File: config.mk
export PLATFORM = sky130hd
export DESIGN_NAME = narrow_alu
export DESIGN_NICKNAME = d
export VERILOG_FILES = /design/src/rtl/narrow_alu_pkg.sv /design/src/rtl/narrow_alu_opsel.sv /design/src/rtl/narrow_alu_core.sv /design/src/rtl/narrow_alu.sv
export SDC_FILE = /design/constraint.sdc
export NUM_CORES = 1
export LEC_CHECK = 0
export ABC_AREA = 1
export BUFFER_PORTS_ARGS = -buffer_cell sky130_fd_sc_hd__buf_2
export CAP_MARGIN = 5
export CORE_ASPECT_RATIO = 1.25
export CORE_MARGIN = 1
export CORE_UTILIZATION = 30
export DETAILED_ROUTE_END_ITERATION = 8
export GPL_ROUTABILITY_DRIVEN = 1
export GPL_TIMING_DRIVEN = 0
export PLACE_DENSITY = 0.49
export RECOVER_POWER = 25
export SLEW_MARGIN = 20
export SYNTH_ARGS = -nofsm -noshare
export SYNTH_HDL_FRONTEND = slang
export SYNTH_SLANG_ARGS = --single-unit
File: constraint.sdc
create_clock -name clk -period 10 [get_ports clk]
set_clock_uncertainty 0.2 [all_clocks]
set_input_delay 1.5 -clock clk [delete_from_list [all_inputs] [get_ports clk]]
set_output_delay 1.5 -clock clk [all_outputs]
set_load 0.01 [all_outputs]
File: src/rtl/narrow_alu_pkg.sv
package narrow_alu_pkg;

    parameter int DATA_W = 32;
    parameter int IMM_W  = 16;
    parameter int HALF_W = DATA_W / 2;
    parameter int BYTE_W = 8;

    typedef enum logic [2:0] {
        WD_WORD  = 3'd0,
        WD_HALFZ = 3'd1,
        WD_HALFS = 3'd2,
        WD_BYTEZ = 3'd3,
        WD_BYTES = 3'd4
    } width_e;

    typedef enum logic [2:0] {
        OP_ADD   = 3'd0,
        OP_SUB   = 3'd1,
        OP_AND   = 3'd2,
        OP_OR    = 3'd3,
        OP_XOR   = 3'd4,
        OP_PASSA = 3'd5
    } op_e;

    typedef struct packed {
        logic z;
        logic n;
        logic c;
        logic v;
    } flags_t;

    function automatic width_e to_width(input logic [2:0] raw);
        case (raw)
            3'd1:    return WD_HALFZ;
            3'd2:    return WD_HALFS;
            3'd3:    return WD_BYTEZ;
            3'd4:    return WD_BYTES;
            default: return WD_WORD;
        endcase
    endfunction

    function automatic op_e to_op(input logic [2:0] raw);
        case (raw)
            3'd0:    return OP_ADD;
            3'd1:    return OP_SUB;
            3'd2:    return OP_AND;
            3'd3:    return OP_OR;
            3'd4:    return OP_XOR;
            default: return OP_PASSA;
        endcase
    endfunction

    // Bit index of the sign position for a width.
    function automatic int sign_pos(input width_e w);
        case (w)
            WD_HALFZ, WD_HALFS: return HALF_W - 1;
            WD_BYTEZ, WD_BYTES: return BYTE_W - 1;
            default:            return DATA_W - 1;
        endcase
    endfunction

    function automatic logic [DATA_W-1:0] span_mask(input width_e w);
        logic [DATA_W-1:0] m;
        m = '0;
        for (int i = 0; i < DATA_W; i++)
            m[i] = (i <= sign_pos(w));
        return m;
    endfunction

    function automatic logic [DATA_W-1:0] fit_result(input logic [DATA_W-1:0] v,
                                                     input width_e w);
        logic [DATA_W-1:0] m;
        m = span_mask(w);
        if ((w == WD_HALFS || w == WD_BYTES) && v[sign_pos(w)])
            return (v & m) | ~m;
        return v & m;
    endfunction

endpackage

File: src/rtl/narrow_alu_opsel.sv
module narrow_alu_opsel
    import narrow_alu_pkg::*;
#(
    parameter int DW = DATA_W,
    parameter int IW = IMM_W
) (
    input  logic          imm_sel,
    input  logic [DW-1:0] reg_b,
    input  logic [IW-1:0] imm,
    output logic [DW-1:0] opnd_b
);
    localparam int EXT_W = DW - IW;

    logic [DW-1:0] imm_ext;

    assign imm_ext = {{EXT_W{imm[IW-1]}}, imm};
    assign opnd_b  = imm_sel ? imm_ext : reg_b;

endmodule

File: src/rtl/narrow_alu_core.sv
module narrow_alu_core
    import narrow_alu_pkg::*;
#(
    parameter int DW = DATA_W
) (
    input  op_e           op,
    input  width_e        wsel,
    input  logic [DW-1:0] a,
    input  logic [DW-1:0] b,
    output logic [DW-1:0] res_ext,
    output flags_t        flg
);
    logic [DW-1:0] mask, a_m, b_m, res;
    logic [DW:0]   sum;
    int            sp;
    logic          cy, ov;

    always_comb begin
        mask = span_mask(wsel);
        sp   = sign_pos(wsel);
        a_m  = a & mask;
        b_m  = b & mask;
        sum  = '0;
        cy   = 1'b0;
        ov   = 1'b0;
        case (op)
            OP_ADD: begin
                sum = {1'b0, a_m} + {1'b0, b_m};
                res = sum[DW-1:0] & mask;
                cy  = sum[sp+1];
                ov  = (a_m[sp] == b_m[sp]) && (res[sp] != a_m[sp]);
            end
            OP_SUB: begin
                sum = {1'b0, a_m} + {1'b0, ~b_m & mask} + (DW+1)'(1);
                res = sum[DW-1:0] & mask;
                cy  = ~sum[sp+1];
                ov  = (a_m[sp] != b_m[sp]) && (res[sp] != a_m[sp]);
            end
            OP_AND:  res = a_m & b_m;
            OP_OR:   res = a_m | b_m;
            OP_XOR:  res = a_m ^ b_m;
            default: res = a_m;
        endcase
        res_ext = fit_result(res, wsel);
        flg.z   = (res == '0);
        flg.n   = res[sp];
        flg.c   = cy;
        flg.v   = ov;
    end

endmodule

File: src/rtl/narrow_alu.sv
module narrow_alu
    import narrow_alu_pkg::*;
#(
    parameter int DW = DATA_W,
    parameter int IW = IMM_W
) (
    input  logic          clk,
    input  logic          rst,
    input  logic          exec_en,
    input  logic [2:0]    op_code,
    input  logic [2:0]    width_code,
    input  logic          imm_sel,
    input  logic [DW-1:0] src_a,
    input  logic [DW-1:0] src_b,
    input  logic [IW-1:0] imm_val,
    output logic [DW-1:0] result_q,
    output logic          flag_z,
    output logic          flag_n,
    output logic          flag_c,
    output logic          flag_v
);
    logic [DW-1:0] opnd_b, res_c;
    flags_t        flg_c, flg_q;
    op_e           op_dec;
    width_e        w_dec;

    assign op_dec = to_op(op_code);
    assign w_dec  = to_width(width_code);

    narrow_alu_opsel #(.DW(DW), .IW(IW)) u_opsel (
        .imm_sel (imm_sel),
        .reg_b   (src_b),
        .imm     (imm_val),
        .opnd_b  (opnd_b)
    );

    narrow_alu_core #(.DW(DW)) u_core (
        .op      (op_dec),
        .wsel    (w_dec),
        .a       (src_a),
        .b       (opnd_b),
        .res_ext (res_c),
        .flg     (flg_c)
    );

    always_ff @(posedge clk) begin
        if (rst) begin
            result_q <= '0;
            flg_q    <= '0;
        end else if (exec_en) begin
            result_q <= res_c;
            flg_q    <= flg_c;
        end
    end

    assign flag_z = flg_q.z;
    assign flag_n = flg_q.n;
    assign flag_c = flg_q.c;
    assign flag_v = flg_q.v;


    hold_idle_chk: assert property (@(posedge clk) disable iff (rst)
        !exec_en |=> $stable(result_q) && $stable(flg_q));


    zero_match_chk: assert property (@(posedge clk) disable iff (rst)
        exec_en |=> (flag_z == (result_q == '0)));


    logic_no_cv_chk: assert property (@(posedge clk) disable iff (rst)
        (exec_en && op_code >= 3'd2) |=> (!flag_c && !flag_v));


    byte_zext_chk: assert property (@(posedge clk) disable iff (rst)
        (exec_en && width_code == 3'd3) |=> (result_q[DW-1:BYTE_W] == '0));


    byte_sext_chk: assert property (@(posedge clk) disable iff (rst)
        (exec_en && width_code == 3'd4) |=>
            (result_q[DW-1:BYTE_W] == {(DW-BYTE_W){result_q[BYTE_W-1]}}));


    byte_neg_chk: assert property (@(posedge clk) disable iff (rst)
        (exec_en && (width_code == 3'd3 || width_code == 3'd4)) |=>
            (flag_n == result_q[BYTE_W-1]));

endmodule

# [After elaboration in Yosys (flattened, before gate mapping)]
# Cells that the tools add are included.
[totals] wordCells=116 latch_bits=0 out_inout_bits=36 ramBits=0 mem_count=0 rom_bits=0 inputBits=90 reg_bits=36
[classes] shift=0 n_reduce_logical=9 eq_ne=20 mux=31 div=0 bitwise_logic=13 n_lt_le_gt_ge=34 mul=0 addsub=4
[ops] operator="32-bit bitwise AND" n=7
[ops] operator="32-bit one-hot mux with 5 select lines" n=1
[ops] operator="32-bit 2-to-1 mux" n=3
[ops] operator="5-bit less-or-equal comparator, first input constant" n=16
[ops] operator="32-bit by 32-bit adder with 33-bit output" n=2
[ops] operator="32-bit NOT" n=2
[ops] operator="32-bit bitwise OR" n=2
[ops] operator="4-bit by 5-bit less-or-equal comparator with 1-bit output, first input constant" n=8
[ops] operator="33-bit by 1-bit adder with 33-bit output, second input constant" n=1
[ops] operator="32-bit logical NOT" n=1
[ops] operator="32-bit by 8-bit < comparator with 1-bit output, second input constant" n=1
[ops] operator="32-bit bitwise XOR" n=1
[ops] operator="1-bit binary-select mux with 5-bit select" n=5
[ops] operator="3-bit by 2-bit == test with 1-bit output, second input constant" n=8
[ops] operator="3-bit by 5-bit less-or-equal comparator with 1-bit output, first input constant" n=4
[ops] operator="1-bit 2-to-1 mux" n=15
[ops] operator="3-bit one-hot mux with 5 select lines" n=1
[ops] operator="1-bit binary-select mux with 6-bit select" n=2
[ops] operator="3-bit by 1-bit == test with 1-bit output, second input constant" n=4
[ops] operator="3-bit == test, second input constant" n=4
[ops] operator="3-bit one-hot mux with 4 select lines" n=1
[ops] operator="1-bit by 5-bit less-or-equal comparator with 1-bit output, first input constant" n=2
[ops] operator="2-bit by 5-bit less-or-equal comparator with 1-bit output, first input constant" n=2
[ops] operator="5-bit one-hot mux with 2 select lines" n=1
[ops] operator="other kinds (10)" n=17

# [Logic depth before layout (Yosys ltp)]
[logic_depth] depth_word=19 ltp_mapped=29 depth_no_buf=27

# [Modules after synthesis]
# A second synthesis with hierarchy kept.
[unflattened] cells_unflattened=1719 hier_area_um2=8964.8
[modules_own_cells] module="narrow_alu_core" cells_each=1394 instances=1 area_each_um2=7040.5 seq_area_each_um2=0.0
[modules_own_cells] module="narrow_alu" cells_each=238 instances=1 area_each_um2=1546.5 seq_area_each_um2=720.7
[modules_own_cells] module="narrow_alu_opsel" cells_each=87 instances=1 area_each_um2=377.9 seq_area_each_um2=0.0

# [Worst setup path before layout]
# No wires, ideal clock.
[synth_path] path_type="input port to flip-flop" start="in width_code[0]" end="reg result_q[22]" stages=24 required_time_ps=9678 path_slack_ps=5169 arrival_ps=4509 setup_ps=122 path_buffers=4 path_cell_list="nor2_1 > inv_2 > nor2_2 > inv_1 > nand2_2 > buf_2 > buf_2 > buf_1 > nor2_1 > inv_1 > ha_1 > a21oi_1 > nor2_1 > o21ai_0 > nand2_1 > a21oi_1 > nand3_1 > nand3_1 > nand4_1 > nand2_2 > o21ai_4 > a21oi_4 > buf_6 > a21oi_2"
[synth_between] elab_chain_len=19 word_cells_on_any_way=68 classes_between="add/sub (3); order compare (32); eq/ne (8); mux (9); bitwise (12); reduce/logical (4)"
[synth_rtl] element="start: declaration" line_no="narrow_alu.sv:11" rtl="input logic [2:0] width_code,"
[synth_rtl] element="3-bit == test (tied with other cells)" line_no="narrow_alu_pkg.sv:33" rtl="case (raw)"
[synth_rtl] element="3-bit one-hot mux with 4 select lines (*)" line_no="narrow_alu_pkg.sv:33"
[synth_rtl] element="3-bit by 2-bit == test with 1-bit output (tied with other cells)" line_no="narrow_alu_pkg.sv:55" rtl="case (w)"
[synth_rtl] element="2-bit OR reduction" line_no="narrow_alu_pkg.sv:55"
[synth_rtl] element="5-bit one-hot mux with 2 select lines" line_no="narrow_alu_pkg.sv:55"
[synth_rtl] element="1-bit by 5-bit less-or-equal comparator with 1-bit output (tied with other cells)" line_no="narrow_alu_pkg.sv:66" rtl="m[i] = (i <= sign_pos(w));"
[synth_rtl] element="32-bit bitwise AND" line_no="narrow_alu_core.sv:22" rtl="b_m = b & mask;"
[synth_rtl] element="32-bit NOT" line_no="narrow_alu_core.sv:34" rtl="sum = {1'b0, a_m} + {1'b0, ~b_m & mask} + (DW+1)'(1);"
[synth_rtl] element="(+2 left out)"
[synth_rtl] element="33-bit by 1-bit adder with 33-bit output" line_no="narrow_alu_core.sv:34"
[synth_rtl] element="32-bit bitwise AND" line_no="narrow_alu_core.sv:35" rtl="res = sum[DW-1:0] & mask;"
[synth_rtl] element="32-bit one-hot mux with 5 select lines" line_no="narrow_alu_core.sv:26" rtl="case (op)"
[synth_rtl] element="1-bit binary-select mux with 5-bit select" line_no="narrow_alu_pkg.sv:74" rtl="if ((w == WD_HALFS || w == WD_BYTES) && v[sign_pos(w)])"
[synth_rtl] element="1-bit 2-to-1 mux (not written as such) (2 in a row)" line_no="narrow_alu_pkg.sv:74"
[synth_rtl] element="1-bit logical AND" line_no="narrow_alu_pkg.sv:74"
[synth_rtl] element="1-bit 2-to-1 mux" line_no="narrow_alu_pkg.sv:74"
[synth_rtl] element="32-bit 2-to-1 mux (*)" line_no="narrow_alu_pkg.sv:76" rtl="return v & m;"
[synth_rtl] element="end signal: assignment" line_no="narrow_alu.sv:51" rtl="result_q <= res_c;"
[synth_rtl] element="end: declaration" line_no="narrow_alu.sv:16" rtl="output logic [DW-1:0] result_q,"
# Every way passes the cells marked *; elsewhere a longest branch is shown, timed or not. The select of a mux whose other input is x is not followed.
# A chain may end at the register's enable or synchronous reset.

# [Worst setup path in the final report]
[layout_path] start="in width_code[2]" end="reg flg_q, in the netlist flag_z"
[layout_between] elab_chain_len=14 word_cells_on_any_way=58 classes_between="add/sub (3); order compare (32); eq/ne (8); mux (3); bitwise (9); reduce/logical (3)"
[layout_rtl] element="3-bit == test (tied with other cells)" line_no="narrow_alu_pkg.sv:33"
[layout_rtl] element="3-bit one-hot mux with 4 select lines (*)" line_no="narrow_alu_pkg.sv:33"
[layout_rtl] element="3-bit by 2-bit == test with 1-bit output (tied with other cells)" line_no="narrow_alu_pkg.sv:55"
[layout_rtl] element="2-bit OR reduction" line_no="narrow_alu_pkg.sv:55"
[layout_rtl] element="5-bit one-hot mux with 2 select lines (*)" line_no="narrow_alu_pkg.sv:55"
[layout_rtl] element="1-bit by 5-bit less-or-equal comparator with 1-bit output (tied with other cells)" line_no="narrow_alu_pkg.sv:66"
[layout_rtl] element="32-bit bitwise AND" line_no="narrow_alu_core.sv:22"
[layout_rtl] element="32-bit NOT" line_no="narrow_alu_core.sv:34"
[layout_rtl] element="32-bit bitwise AND" line_no="narrow_alu_core.sv:34"
[layout_rtl] element="32-bit by 32-bit adder with 33-bit output" line_no="narrow_alu_core.sv:34"
[layout_rtl] element="33-bit by 1-bit adder with 33-bit output" line_no="narrow_alu_core.sv:34"
[layout_rtl] element="32-bit bitwise AND" line_no="narrow_alu_core.sv:35"
[layout_rtl] element="32-bit one-hot mux with 5 select lines (*)" line_no="narrow_alu_core.sv:26"
[layout_rtl] element="32-bit logical NOT (*)" line_no="narrow_alu_core.sv:45" rtl="flg.z = (res == '0);"
[layout_rtl] element="end signal: assignment" line_no="narrow_alu.sv:52" rtl="flg_q <= flg_c;"
[layout_rtl] element="end: declaration" line_no="narrow_alu.sv:23" rtl="flags_t flg_c, flg_q;"
# Every way passes the cells marked *; elsewhere a longest branch is shown, timed or not.

==> flow_summary_export.csv <==
group,metric,value,unit
timing,slew_headroom,0.3984,
synth,synth.area.top_cells,"nand2_1, ha_1, inv_1, nand3_1, dfxtp_1",
layout,fin_nets,2065,
timing,setup_ws,3.873,ns
setup_path,crit_path_end_kind,"flop",
global_routing,grt_pass1_wl,64.19,mm
timing,max_freq,163.2,MHz
cts,post_cts_resized,0,
global_routing,grt_start_max_net_pins,11,
route,drtPass1Iterations,5,
floorplanning,ioPinCount,126,
layout,diodes,0,
timing,holdWs,0.2692,ns
layout,area_delta_synth_final,13.55,%
place,hpwl,37.24,mm
cts,cts_sinks,36,
cts,postCtsHoldBufs,0,
synth,synthCells,1746,
route,ant_nets,0,
route,viasPerCell,5.084,
floorplanning,start_util,0.3053,
power,leakagePower,5.765,nW
floorplanning,rows,71,
outcome,status,"completed",
global_routing,grt_pass1_vias,10854,
timing,min_period_over_period,0.6127,
floorplanning,die_h,197.7,µm
cts,clkTransAtPathRegs,0.06,ns
global_routing,grt.met3_usage,0.01248,
route,vias,11586,
setup_path,crit_type,"primary input to flop",
synth,synth_edf_count,0,
cts,cts_buffer_depth,2,
place,routabilityCongestion,0.9906,
cts,cts_tree,"yes",
global_routing,grt-busiest-layer,"met2",
synth,ys.flop_type,"dfxtp_1",
global_routing,grt-ovfl-total,0,
setup_path,path_max_fanout,10,
cts,insertion_delay,0.29,ns
floorplanning,dieWidth,158.6,µm
route,drcViolationCount,0,
synth,ys_seq_elements,36,
synth,yosysSeqAreaShare,0.07838,
power,ir_drop,0.06783,mV
layout,fillers,3597,
synth,syn_area_per_cell,5.266,µm²
synth,yosysWarnings,0,
route,drt_iter0_drc,977,
floorplanning,core,30120,µm²
setup_path,cp.required,10.02,ns
setup_path,cp-start-kind,"primary input",
route,post_drt_wl_per_cell,18.95,µm
synth,yosysTopAreaCell,"nand2_1",
synth,synthArstFlopShare,0,
timing,slew_violations,0,
place,port_buffers,124,
floorplanning,die-area,31360,µm²
timing,fin_setup_tns,0,ns
worst_hold_path,hold_class,"flop to flop",
timing,setup_viol,0,
timing,layout_min_cycle_time,6.127,ns
synth,synthesis.area,9195,µm²
cts,cts_setup_buffers,0,
global_routing,grt_use_total,0.2796,
place,dpl_worst_slack,3.671,ns
setup_path,arrival,6.15,ns
route,routed_wl,43.18,mm
power,p_per_area,90.08,nW/µm²
synth,synth_top_area_share,0.2029,
layout,post-route-util,0.3467,
layout,drive_above_1_share,0.1129,
timing,max_slew.worst_pin.slew,0.9024,ns
cts,htree_levels,2,
run,cap_violations,0,
global_routing,grt_use_met1,0.3587,
synth,syn-num-nets,1934,
synth,synth.distinct_cells,48,
global_routing,antenna_found_initial,0,
cts,numCtsBuffers,5,
cts,cts.root.buffer_cell,"clkbuf_16",
timing,hold_viol,0,
global_routing,use_met2,0.4877,
timing,rsz0062_at_grt,"no",
## sequential cells by signal, indices dropped and copies added, names as in the netlist
signal,count
result_q,32
flag_c,1
flag_n,1
flag_v,1
flag_z,1
## through the flow
| step | cells | total power, mW | cell area, µm² |
|---|---|---|---|
| 2_1_floorplan | 1746 | 0.5804 | 9195 |
| 3_3_place_gp | 2271 | 0.7740 | 10320 |
| 3_5_place_dp | 2271 | 0.7771 | 10320 |
| 4_1_cts | 2279 | 0.9392 | 10460 |
| 5_1_grt | 2279 | 1.024 | 10440 |
| 6_report | 2279 | 0.9406 | 10440 |
## cell usage in the layout (no fill, tap or decap), drive strengths merged, types with 40 or more instances in the layout
cell type	Yosys	final
nor2	190	190
ha	96	96
nand4	40	40
nand2	515	515
a21oi	110	110
clkbuf	26	52
o21ai	101	101
inv	332	332
nand3	165	165
buf	22	128
## Yosys cell counts, types with 9 or more instances
cell type / instances
nand4_1: 40
nand3_1: 160
or2_2: 18
o21ai_0: 96
dfxtp_1: 36
inv_1: 314
nand2_1: 497
inv_2: 18
a31oi_1: 11
o21bai_1: 9
clkbuf_1: 26
nor2_1: 183
nand2_2: 16
nand3b_1: 13
a21oi_2: 12
a21oi_1: 97
buf_2: 9
ha_1: 96
nor3_1: 13
a221oi_1: 18
## cell type report
class	count	area, µm²	area share
Buffer	48	232.7	0.02229
Clock buffer	8	146.4	0.01402
Inverter	334	1254	0.1201
Multi-Input combinational cell	1328	6988	0.6693
Sequential cell	36	720.7	0.06902
Tap cell	401	501.7	0.04805
Timing Repair Buffer	124	598.1	0.05728
## final timing paths
check	cells past startpoint	end	slack [ns]	startpoint
setup / recovery	28	flag_z	3.87	width_code[2]
hold / removal	2	flag_z	0.27	flag_z
setup reg to reg	2	result_q[19]	9.13	result_q[19]
hold reg to reg	2	flag_z	0.27	flag_z
## logic make-up after synthesis
group,Yosys count,share of synthesized area
xor+xnor,3,0.003675
simple gates,959,0.4503
compound gates,268,0.1710
flops,36,0.07838
buf+inv,382,0.1617
fa+ha+maj,98,0.1350
## report_power, final
group          switching [mW]  internal (mW)
sequential            0.00502          0.155
clock                  0.0580         0.0993
combinational           0.430          0.194
## critical path, cell delays in order
cell	delay, ns
buf_2	0.10
inv_1	0.12
nor2_2	0.08
a21oi_2	0.37
inv_1	0.27
buf_2	0.28
buf_1	0.32
nor2_1	0.38
inv_1	0.09
ha_1	0.38
nand2_1	0.09
inv_2	0.09
nand2_1	0.13
nor3_1	0.51
nand2_1	0.15
nand2_1	0.16
nand2_1	0.09
nand2_1	0.07
nand2_1	0.04
nand3_1	0.07
nand3_1	0.10
nand2_1	0.08
nand2_1	0.05
inv_1	0.05
nand2_1	0.04
nor2_1	0.19
nand4_1	0.17
a21oi_1	0.17
## per-layer routing
layer / wire length (µm) / share of wire
met5: 0 / 0
met2: 20540 / 0.48
met4: 1603 / 0.037
met3: 1931 / 0.045
met1: 19110 / 0.44
No activity file was read; power rests on OpenSTA's default activity.
